--- src/rtl/gs_pkg.sv ---
package gs_pkg;
    typedef enum logic [1:0] {
        LEG_FLOAT = 2'b00,
        LEG_HIGH  = 2'b01,
        LEG_LOW   = 2'b10
    } leg_tgt_e;

    typedef enum logic [1:0] {
        CMD_DRIVE = 2'b00,
        CMD_SLOW  = 2'b01,
        CMD_FAST  = 2'b10,
        CMD_OFF   = 2'b11
    } bridge_cmd_e;
endpackage

--- src/rtl/gs_target_decode.sv ---
module gs_target_decode
    import gs_pkg::*;
(
    input  logic [1:0] cmd_i,
    input  logic       phase_i,
    input  logic       zero_cur_i,
    input  logic       rev_lim_i,
    input  logic [1:0] sr_mode_i,
    input  logic       kill_i,
    output leg_tgt_e   tgt_a_o,
    output leg_tgt_e   tgt_b_o
);
    logic     rect_on;
    leg_tgt_e src_t, snk_t;

    // rectification conducts only in active/passive modes and until its stop condition
    assign rect_on = sr_mode_i[1] && !(sr_mode_i[0] ? rev_lim_i : zero_cur_i);

    always_comb begin
        src_t = LEG_FLOAT;
        snk_t = LEG_FLOAT;
        if (!kill_i) begin
            case (cmd_i)
                CMD_DRIVE: begin
                    src_t = LEG_HIGH;
                    snk_t = LEG_LOW;
                end
                CMD_SLOW: begin
                    src_t = rect_on ? LEG_LOW : LEG_FLOAT;
                    snk_t = LEG_LOW;
                end
                CMD_FAST: begin
                    src_t = rect_on ? LEG_LOW  : LEG_FLOAT;
                    snk_t = rect_on ? LEG_HIGH : LEG_FLOAT;
                end
                default: begin
                    src_t = LEG_FLOAT;
                    snk_t = LEG_FLOAT;
                end
            endcase
        end
    end

    // phase 1 makes leg A the source leg
    assign tgt_a_o = phase_i ? src_t : snk_t;
    assign tgt_b_o = phase_i ? snk_t : src_t;
endmodule

--- src/rtl/gs_leg.sv ---
module gs_leg
    import gs_pkg::*;
#(
    parameter int DT_W    = 3,
    parameter int MIN_GAP = 2
) (
    input  logic            clk,
    input  logic            rst_n,
    input  logic            tick_i,
    input  leg_tgt_e        target_i,
    input  logic [DT_W-1:0] dead_i,
    output logic            hi_o,
    output logic            lo_o
);
    typedef struct packed {
        leg_tgt_e        tgt;
        logic [DT_W-1:0] cnt;
        logic            hi;
        logic            lo;
    } leg_st_t;

    leg_st_t st_d, st_q;

    always_comb begin
        st_d = st_q;
        if (target_i != st_q.tgt) begin
            // break first, then wait the full dead time
            st_d.tgt = target_i;
            st_d.cnt = dead_i;
            st_d.hi  = 1'b0;
            st_d.lo  = 1'b0;
        end else if (st_q.cnt != '0) begin
            if (tick_i) st_d.cnt = st_q.cnt - 1'b1;
        end else begin
            st_d.hi = (st_q.tgt == LEG_HIGH);
            st_d.lo = (st_q.tgt == LEG_LOW);
        end
    end

    always_ff @(posedge clk) begin
        if (!rst_n) begin
            st_q.tgt <= LEG_FLOAT;
            st_q.cnt <= '0;
            st_q.hi  <= 1'b0;
            st_q.lo  <= 1'b0;
        end else begin
            st_q <= st_d;
        end
    end

    assign hi_o = st_q.hi;
    assign lo_o = st_q.lo;

    // off-run length seen at the outputs, used only by the gap check
    logic [3:0] gap_q;
    always_ff @(posedge clk) begin
        if (!rst_n)                  gap_q <= '0;
        else if (st_q.hi || st_q.lo) gap_q <= '0;
        else if (gap_q != 4'hF)      gap_q <= gap_q + 1'b1;
    end

    a_r4_no_overlap: assert property (@(posedge clk) disable iff (!rst_n)
        !(hi_o && lo_o));

    a_r3_min_gap: assert property (@(posedge clk) disable iff (!rst_n)
        ($rose(hi_o) || $rose(lo_o)) |-> (gap_q >= 4'(MIN_GAP)));

    a_r2_high_needs_target: assert property (@(posedge clk) disable iff (!rst_n)
        $rose(hi_o) |-> ($past(target_i) == LEG_HIGH));

    a_r2_low_needs_target: assert property (@(posedge clk) disable iff (!rst_n)
        $rose(lo_o) |-> ($past(target_i) == LEG_LOW));
endmodule

--- src/rtl/bridge_gate_seq.sv ---
module bridge_gate_seq
    import gs_pkg::*;
#(
    parameter int DT_W    = 3,
    parameter int DEAD_T0 = 2,
    parameter int DEAD_T1 = 3,
    parameter int DEAD_T2 = 4,
    parameter int DEAD_T3 = 6
) (
    input  logic       clk,
    input  logic       rst_n,
    input  logic       tick,
    input  logic [1:0] cmd,
    input  logic       phase,
    input  logic       zero_cur,
    input  logic       rev_at_limit,
    input  logic [1:0] sr_mode,
    input  logic [1:0] dead_sel,
    input  logic       out_dis,
    input  logic       idle_n,
    input  logic       dac_zero,
    input  logic       fault,
    output logic       gate_ah,
    output logic       gate_al,
    output logic       gate_bh,
    output logic       gate_bl
);
    localparam int NLEG  = 2;
    localparam int MIN01 = (DEAD_T0 < DEAD_T1) ? DEAD_T0 : DEAD_T1;
    localparam int MIN23 = (DEAD_T2 < DEAD_T3) ? DEAD_T2 : DEAD_T3;
    localparam int MIN_DEAD = (MIN01 < MIN23) ? MIN01 : MIN23;

    logic            kill;
    logic [DT_W-1:0] dead_cnt;
    leg_tgt_e        tgt [NLEG];
    logic            hi  [NLEG];
    logic            lo  [NLEG];

    assign kill = out_dis || !idle_n || dac_zero || fault;

    always_comb begin
        case (dead_sel)
            2'b00:   dead_cnt = DT_W'(DEAD_T0);
            2'b01:   dead_cnt = DT_W'(DEAD_T1);
            2'b10:   dead_cnt = DT_W'(DEAD_T2);
            default: dead_cnt = DT_W'(DEAD_T3);
        endcase
    end

    gs_target_decode u_dec (
        .cmd_i      (cmd),
        .phase_i    (phase),
        .zero_cur_i (zero_cur),
        .rev_lim_i  (rev_at_limit),
        .sr_mode_i  (sr_mode),
        .kill_i     (kill),
        .tgt_a_o    (tgt[0]),
        .tgt_b_o    (tgt[1])
    );

    for (genvar g = 0; g < NLEG; g++) begin : g_leg
        gs_leg #(
            .DT_W    (DT_W),
            .MIN_GAP (MIN_DEAD)
        ) u_leg (
            .clk      (clk),
            .rst_n    (rst_n),
            .tick_i   (tick),
            .target_i (tgt[g]),
            .dead_i   (dead_cnt),
            .hi_o     (hi[g]),
            .lo_o     (lo[g])
        );
    end

    assign gate_ah = hi[0];
    assign gate_al = lo[0];
    assign gate_bh = hi[1];
    assign gate_bl = lo[1];

    a_r10_kill_all_off: assert property (@(posedge clk) disable iff (!rst_n)
        kill |=> !(gate_ah || gate_al || gate_bh || gate_bl));

    a_r10_off_cmd_all_off: assert property (@(posedge clk) disable iff (!rst_n)
        (cmd == 2'b11) |=> !(gate_ah || gate_al || gate_bh || gate_bl));
endmodule

--- config.mk ---
export PLATFORM = sky130hd
export DESIGN_NAME = bridge_gate_seq
export DESIGN_NICKNAME = d
export VERILOG_FILES = /design/src/rtl/gs_pkg.sv /design/src/rtl/gs_target_decode.sv /design/src/rtl/gs_leg.sv /design/src/rtl/bridge_gate_seq.sv
export SDC_FILE = /design/constraint.sdc
export NUM_CORES = 1
export LEC_CHECK = 0
export ABC_AREA = 0
export CAP_MARGIN = 20
export CORE_UTILIZATION = 59
export CTS_BUF_LIST = sky130_fd_sc_hd__clkbuf_2 sky130_fd_sc_hd__clkbuf_4 sky130_fd_sc_hd__clkbuf_8
export CTS_CLUSTER_SIZE = 16
export DETAILED_ROUTE_END_ITERATION = 8
export DONT_BUFFER_PORTS = 1
export PLACE_DENSITY = 0.78
export SYNTH_ARGS = -nofsm -noshare
export SYNTH_HDL_FRONTEND = slang
export SYNTH_SLANG_ARGS = --single-unit
--- constraint.sdc ---
create_clock -name clk -period 4.1 [get_ports clk]
set_input_delay 0.82 -clock clk [delete_from_list [all_inputs] [get_ports clk]]
set_output_delay 0.82 -clock clk [all_outputs]
set_load 0.1 [all_outputs]
; ---- Word level (Yosys, flattened, before mapping)
; Cells that the tools add are included.
[classes]
add_sub_neg = 2
multipliers = 0
div = 0
magnitude_cmp = 0
eq_ne = 10
n_shift = 0
muxes = 18
bitwise_logic = 1
reduce_logical = 20
[op_table]
columns = cell, count
row1 = two-way mux 2 bit, 7
row2 = two-way mux 3 bit, 4
row3 = two-way mux 5 bit, 2
row4 = one-hot mux 3 bit (3 select lines), 1
row5 = "== test 2 x 1 -> 1 bit, second input constant", 4
row6 = "== test 2 bit, second input constant", 4
row7 = one-hot mux 2 bit (2 select lines), 2
row8 = nonzero test 2 bit, 4
row9 = OR reduction 2 bit, 4
row10 = nonzero test 3 bit, 2
row11 = "subtractor 3 x 1 -> 3 bit, second input constant", 2
row12 = logical NOT 2 bit, 2
row13 = != test 2 bit, 2
row14 = AND reduction 2 bit, 2
row15 = logical OR 1 bit, 3
row16 = logical NOT 1 bit, 2
row17 = two-way mux 1 bit, 2
row18 = logical AND 1 bit, 1
row19 = NOT 1 bit, 1
[totals]
register_bits = 14
latchBits = 0
ramBits = 0
mem_bits_ro = 0
inputBits = 16
elab_cells = 59
memories = 0

; ---- Longest topological paths before layout
; Gate-level depths: netlist of the first run.
[depth]
word_depth = 10
depth_mapped = 8
ltp_nobuf = 7

; ---- Cells and area by module
; From an unflattened synthesis of the first run, not the netlist that was laid out.
[unflattened]
cells_unflattened = 98
area_unflattened_um2 = 967.2
[modules_own_cells]
columns = mod, n_inst, cells_per_inst, area_each_um2, seq_area_each_um2
row1 = gs_leg, 2, 38, 395.4, 140.1
row2 = gs_target_decode, 1, 18, 150.1, 0.0
row3 = bridge_gate_seq, 1, 4, 26.3, 0.0

; ---- Worst setup path after synthesis of the first run
; Ideal clock, no wire load.
[synth_path]
path_kind = input-to-reg
from = input port out_dis
to = register g_leg[0].u_leg.st_q[3] (netlist bit)
arrival_ns = 2.125
setup_slack_ns = 1.849
stages = 5
path_cell_list = or4b_4 or3_1 and4_4 buf_6 mux2i_1
[synth_via]
elab_chain_cells = 8
elab_cells_between_ends = 11
[synth_rtl]
columns = item, line_no
row1 = from (decl), bridge_gate_seq.sv:19  ; input logic out_dis,
row2 = logical OR 1 bit (*) (3 in a row), bridge_gate_seq.sv:39  ; assign kill = out_dis || !idle_n || dac_zero || fault;
row3 = two-way mux 2 bit, gs_target_decode.sv:22  ; if (!kill_i) begin
row4 = two-way mux 2 bit (*), gs_target_decode.sv:45  ; assign tgt_a_o = phase_i ? src_t : snk_t;
row5 = != test 2 bit (*), gs_leg.sv:26  ; if (target_i != st_q.tgt) begin
row6 = nonzero test 2 bit (no line), -
row7 = AND reduction 2 bit (no line), -
row8 = to (signal assigned), gs_leg.sv:47  ; st_q <= st_d;
row9 = to (decl), gs_leg.sv:22  ; leg_st_t st_d, st_q;
; Mark *: on every way between the ends. The rest lies on a longest branch, timed or not.
; A chain may end at the register's enable or synchronous reset.

; ---- Worst setup path in the final report of the first run
[layout_path]
from = register g_leg[1].u_leg.hi_o (netlist name)
to = output port gate_bh
[layout_rtl]
columns = item, line_no
row1 = to (decl), bridge_gate_seq.sv:25  ; output logic gate_bh,
; No word-level cell between the ends.

==> out/results.ini, run 1 <==
[run_status]
status = finished, final reports clean

[synth]
syn_nets = 129
ys_warn_count = 0
syn-cell-area_um2 = 908.4
ys_types = 32
syn_inst = 105
ys.flop_type = dfxtp_1
synth.yosys.seq_area_share = 0.3085
async_flop_share = 0
ys_seq_elements = 14
synth_area_leaders = dfxtp_1 31%, ha_1 11%, mux2i_1 7.7%
netlist.area_leader.share = 0.3085
synth_largest_area_cell = dfxtp_1
syn_area_per_cell_um2 = 8.651
synth_edf_count = 0

[placement]
dp_hpwl_mm = 1.306
place_worst_setup_slack_ns = 1.774
io_buffers = 0
place_congestion = 0.8462

[critical_path]
crit_type = flop to primary output
crit_end = gate_bh
reg2reg_depth = 6
critPathCaptureType = primary output
r2r_start = g_leg[0].u_leg.st_q[2]
r2r_slack_ns = 2.63
required_ns = 3.28
path_depth = 0
critPathLaunchType = flop
r2r_end = g_leg[0].u_leg.st_q[3]
cp_max_fo = 2
startpoint = g_leg[1].u_leg.hi_o
crit_arrival_ns = 1.27

[sta]
min_period_over_period = 0.5098
fin_tns_setup_ns = 0
slew-limit-headroom = 0.3481
whs_ns = 0.5778
tightest_slew_ns = 0.9766
rsz0062_at_grt = false
hold_viol = 0
finClkSkew_ns = 0.003802
finalSetupViolCount = 0
report.final.slew_viol_count = 0
final.setup.worst_slack_ns = 2.010
period_minus_slack_ns = 2.090
max_freq_mhz = 478.4

[global_route]
grt_pass1_vias = 617
grt_max_degree = 11
grt_pass1_wl_mm = 2.539
antenna_found_initial = 0
global_route.usage.total = 0.2284
overflow = 0

[power]
p_comb_frac = 0.347
cellInternalPower_uw = 273.5
swShare = 0.3518
p_per_area_mw_per_mm2 = 446.6
switchingPower_uw = 148.4
p_clk_frac = 0.247
seq_power_share = 0.406
p_leak_nw = 0.3912
ir_worst_vdd_mv = 0.2853

[clocking]
root_buffer = clkbuf_4
clock_path_buffers = 2
cts_tree = built
cts_buffers = 3
post_cts_resized = 0
path_clk_slew_ns = 0.09
htreeDepth = 1
clkLatencyLatePin_ns = 0.29
ctsHoldBuffers = 0
cts_sinks = 14
cts_setup_buffers = 0

[drt]
drtPass1Iterations = 4
drtIter0Drc = 13
via_per_inst = 5.917
drc = 0
antenna_left = 0
wl_mm = 1.681
routed-via-count = 716
wl_per_cell_um = 13.89

[die]
rows = 13
fp.dieH_um = 41.24
initial_utilization = 0.6648
dieArea_mm2 = 0.001700
core_area_mm2 = 0.001366
die_w_um = 41.24
num_io_pins = 20

[finish]
fillers = 113
nets = 131
drive_gt1_frac = 0.08491
utilization = 0.6914
area.growth.synth_to_final_pct = 3.995
antenna_cells = 0

[job]
cap_violations = 0

[worst_hold_path]
hold_path.class = flop to flop

==> cells in the mapped netlist (2+ instances only) <==
cell      count
nand3_1       3
and2_1        2
nor3b_1       3
nand2b_1      2
clkbuf_1      2
mux2i_1       7
ha_1          8
inv_1         9
nor2_1        4
xnor2_1       2
nand3b_1      2
a21oi_1       6
nor3_1        7
and3_1        2
or3_1         2
nand2_1       7
nor2b_1       2
dfxtp_1      14
a311o_1       2
o21ai_0       7
==> cell families after synthesis <==
| kind of cell | synth area share |
|---|---|
| adders and majority gates | 0.1102 |
| xor gates and xnor gates | 0.01929 |
| DFF | 0.3085 |
| and+or+nand+nor | 0.2782 |
| AOI/OAI and AO/OA | 0.1364 |
| muxes | 0.08953 |
| buffers and inverters | 0.05785 |
==> worst reg2reg max path: stages (launching register included) <==
cell      delay, ns
dfxtp_1        0.36
inv_1          0.08
ha_1           0.21
nand2b_1       0.20
a21oi_1        0.10
a311o_1        0.33
mux2i_1        0.13
==> metrics by stage <==
stage,cells,instance area [µm²],total power [mW]
CTS,121,944.7,0.4220
floorplan,105,908.4,0.2958
detailed placement,117,908.4,0.3198
global route,121,944.7,0.4538
finish,121,944.7,0.4219
global placement,117,908.4,0.3139
==> layout by cell type, fill, tap and decap left out, types with 2 or more instances in the layout <==
| cell | netlist | layout |
|---|---|---|
| mux2i_1 | 7 | 7 |
| a311o_1 | 2 | 2 |
| and3_1 | 2 | 2 |
| inv_1 | 9 | 9 |
| dfxtp_1 | 14 | 14 |
| o21ai_0 | 7 | 7 |
| nor2b_1 | 2 | 2 |
| xnor2_1 | 2 | 2 |
| nand3b_1 | 2 | 2 |
| nor3b_1 | 3 | 3 |
| clkbuf_4 | 0 | 3 |
| nand2b_1 | 2 | 2 |
| nand2_1 | 7 | 7 |
| a21oi_1 | 6 | 6 |
| nand3_1 | 3 | 3 |
| or3_1 | 2 | 2 |
| nor2_1 | 4 | 4 |
| nor3_1 | 7 | 7 |
| ha_1 | 8 | 8 |
| and2_1 | 2 | 2 |
==> how the worst min path moves through the flow <==
stage,from,to,slack [ns],cells after the start
after global routing,g_leg[1].u_leg.st_q[2],g_leg[1].u_leg.st_q[2],0.60,3
final,g_leg[1].u_leg.st_q[2],g_leg[1].u_leg.st_q[2],0.58,3
after floorplan,g_leg[1].u_leg.st_q[2],g_leg[1].u_leg.st_q[2],0.54,3
after CTS,g_leg[1].u_leg.st_q[2],g_leg[1].u_leg.st_q[2],0.58,3
after detailed placement,g_leg[1].u_leg.st_q[2],g_leg[1].u_leg.st_q[2],0.57,3
after global placement,g_leg[0].u_leg.st_q[6],g_leg[0].u_leg.hi_o,0.56,3
==> flip-flops by register name, indices dropped and copies added (netlist names) <==
signal / count
g_leg.u_leg.st_q: 10
g_leg.u_leg.hi_o: 2
g_leg.u_leg.lo_o: 2
==> layout make-up <==
type	count	area [µm²]	share of cell area
inverters	9	33.78	0.03576
clock buffers	4	36.28	0.03841
flip-flops and latches	14	280.3	0.2967
multi-input cells	79	575.6	0.6093
well taps	15	18.77	0.01987
==> power by group through the flow <==
stage	logic [mW]	clock network, mW	registers (mW)
global placement	0.141	0	0.173
floorplan	0.125	0	0.171
CTS	0.148	0.103	0.171
detailed placement	0.146	0	0.173
global route	0.172	0.109	0.173
finish	0.147	0.104	0.171
==> routing by layer <==
metal  track usage  part of all wire
met5             0                 0
met3       0.04348             0.038
met4        0.1210             0.023
met2        0.3398              0.44
met1        0.3082              0.50
(Power assumes the default switching activity.)
==> inputs of run 2 (changes only) <==
- CORE_UTILIZATION: 59 -> 58
- PLACE_DENSITY: 0.78 -> 0.79
- clock period: 4.1 -> 1.7 ns (I/O delays scaled with it)
==> run 2 against run 1 <==
  * Core utilization increased by 2.1 points
  * Worst hold slack got worse by 0.40 ns
  * Clock-buffer cell count unchanged
  * Critical path depth increased by 5
  * Sequential cell count unchanged
  * Clock power increased by 140%
  * Routed wire length increased by 4.1%
  * Via count increased by 7.4%
  * Critical path type is now input port to flop
  * Largest cell class unchanged
  * Largest power group unchanged
==> out/results.ini, run 2 (synthesis gave the netlist of run 1 again) <==
[sta]
finClkSkew_ns = 0.008608  ; +0.004806 ns
hold_viol = 0  ; unchanged
tightest_slew_ns = 0.3457  ; -0.6309 ns
finalSetupViolCount = 0  ; unchanged
slew-limit-headroom = 0.7671  ; +0.4191
period_minus_slack_ns = 1.537
max_freq_mhz = 650.5
rsz0062_at_grt = false
fin_tns_setup_ns = 0  ; unchanged
whs_ns = 0.1803  ; -0.3975 ns
min_period_over_period = 0.9042
final.setup.worst_slack_ns = 0.1628  ; -1.847 ns
report.final.slew_viol_count = 0  ; unchanged

[critical_path]
crit_family = simple AND/OR/NAND/NOR gates
crit_arrival_ns = 1.77  ; +0.50 ns
worstPathCellList = or4b_4 > nor2_2 > a21o_1 > and4_4 > mux2i_1
cp_num_buf_inv = 0
required_ns = 1.93  ; -1.35 ns
critPathCaptureType = flop
crit_type = input port to flop
crit_slowest_cell = or4b_4
cp_max_fo = 6  ; +4
max_stage_delay_ns = 0.55
critPathLaunchType = input port

[global_route]
grt_pass1_vias = 738  ; +20%
grt_pass1_wl_mm = 3.084  ; +21%
overflow = 0  ; unchanged
global_route.usage.total = 0.2355  ; +0.007064
grt_max_degree = 11  ; unchanged
antenna_found_initial = 0  ; unchanged

[die]
initial_utilization = 0.6570  ; -0.007822
rows = 13  ; unchanged
num_io_pins = 20  ; unchanged
fp.dieH_um = 41.58  ; +0.82%
core_area_mm2 = 0.001383  ; +1.2%
die_w_um = 41.58  ; +0.82%
dieArea_mm2 = 0.001728  ; +1.7%

[finish]
largest_register_ffs = 10  ; unchanged
nets = 136  ; +3.8%
final_cells = 126  ; +4.1%
largest_register = g_leg.u_leg.st_q
area.growth.synth_to_final_pct = 8.402
multi_input_area_um2 = 578.1  ; +0.43%
utilization = 0.7122  ; +0.02082
fillers = 113  ; unchanged
design_area_um2 = 984.7  ; +4.2%
seqCellArea_um2 = 280.3  ; unchanged
drive_gt1_frac = 0.1351  ; +0.05023
antenna_cells = 0  ; unchanged
layout_commonest_cell = dfxtp_1
final_cell_mix = 14 x dfxtp_1, 9 x inv_1, 8 x ha_1

[power]
p_leak_nw = 0.4168  ; +6.5%
swShare = 0.3565  ; +0.004730
p_per_area_mw_per_mm2 = 1047  ; +130%
seq_power_share = 0.395  ; -0.011
total_power_mw = 1.030  ; +140%
switchingPower_uw = 367.4  ; +150%
cellInternalPower_uw = 663.1  ; +140%
p_clk_frac = 0.246  ; about the same
ir_worst_vdd_mv = 0.5050  ; +77%
p_comb_frac = 0.359  ; +0.012

[drt]
wl_mm = 1.750  ; +4.1%
via_per_inst = 6.103  ; +3.1%
antenna_left = 0  ; unchanged
routed-via-count = 769  ; +7.4%
drtPass1Iterations = 4  ; unchanged
wl_per_cell_um = 13.89  ; about the same
drtIter0Drc = 15  ; +2
drc = 0  ; unchanged

[worst_hold_path]
hold_path.class = input port to flop

[placement]
io_buffers = 0  ; unchanged
place_worst_setup_slack_ns = -0.1321  ; -1.906 ns
dp_hpwl_mm = 1.404  ; +7.5%
placed_cells = 122  ; +4.3%
place_congestion = 0.7761  ; -8.3%
dpl_cell_area_um2 = 948.4  ; +4.4%

[clocking]
post_cts_resized = 0  ; unchanged
cts_setup_buffers = 0  ; unchanged
clock_path_buffers = 2  ; unchanged
ctsHoldBuffers = 0  ; unchanged
cts_sinks = 14  ; unchanged
root_buffer = clkbuf_4
cts_tree = built
clkLatencyLatePin_ns = 0.30  ; about the same
htreeDepth = 1  ; unchanged
cts_buffers = 3  ; unchanged
path_clk_slew_ns = 0.09  ; about the same

[run_status]
status = finished, final reports clean

[job]
cap_violations = 0  ; unchanged

-- run 2: cell count changes in the layout (fill, tap and decap cells not counted) --
cell    previous run  this run
nor2_1             4         3
buf_4              0         5
nor2_2             0         1
-- run 2: worst register-to-register path: cells and delay by family, from the launching register on --
family	cells	cell delay (ns)
DFF	1	0.35
AOI/OAI and AO/OA	2	0.42
and+or+nand+nor	1	0.22
muxes	1	0.13
adders and majority gates	1	0.22
buffers and inverters	1	0.07
-- run 2: metal layers --
metal	track usage	routed length [µm]	vias up
li1	-	-	388
met1	0.2764	752	356
met3	0.05217	79	5
met4	0.1161	36	0
met5	0	0	-
met2	0.4000	881	20
-- run 2: layout make-up --
type	count	area share
Multi-Input combinational cell	79	0.5870
Sequential cell	14	0.2846
Timing Repair Buffer	5	0.03812
Clock buffer	4	0.03685
Inverter	9	0.03431
Tap cell	15	0.01906
-- run 2: final timing paths --
check,startpoint,end,slack [ns],depth (start not counted)
setup / recovery,out_dis,g_leg[0].u_leg.st_q[3],0.16,5
setup reg to reg,g_leg[1].u_leg.st_q[2],g_leg[1].u_leg.st_q[3],0.22,6
hold / removal,rst_n,g_leg[1].u_leg.st_q[2],0.18,2
hold reg to reg,g_leg[1].u_leg.st_q[2],g_leg[1].u_leg.st_q[2],0.58,3
-- run 2: power by group through the flow --
stage          Sequential, mW  Combinational, mW  Clock [mW]
3_3_place_gp            0.410              0.346           0
3_5_place_dp            0.415              0.373           0
4_1_cts                 0.407              0.375       0.254
2_1_floorplan           0.412              0.302           0
6_report                0.407              0.370       0.253
5_1_grt                 0.413              0.425       0.264
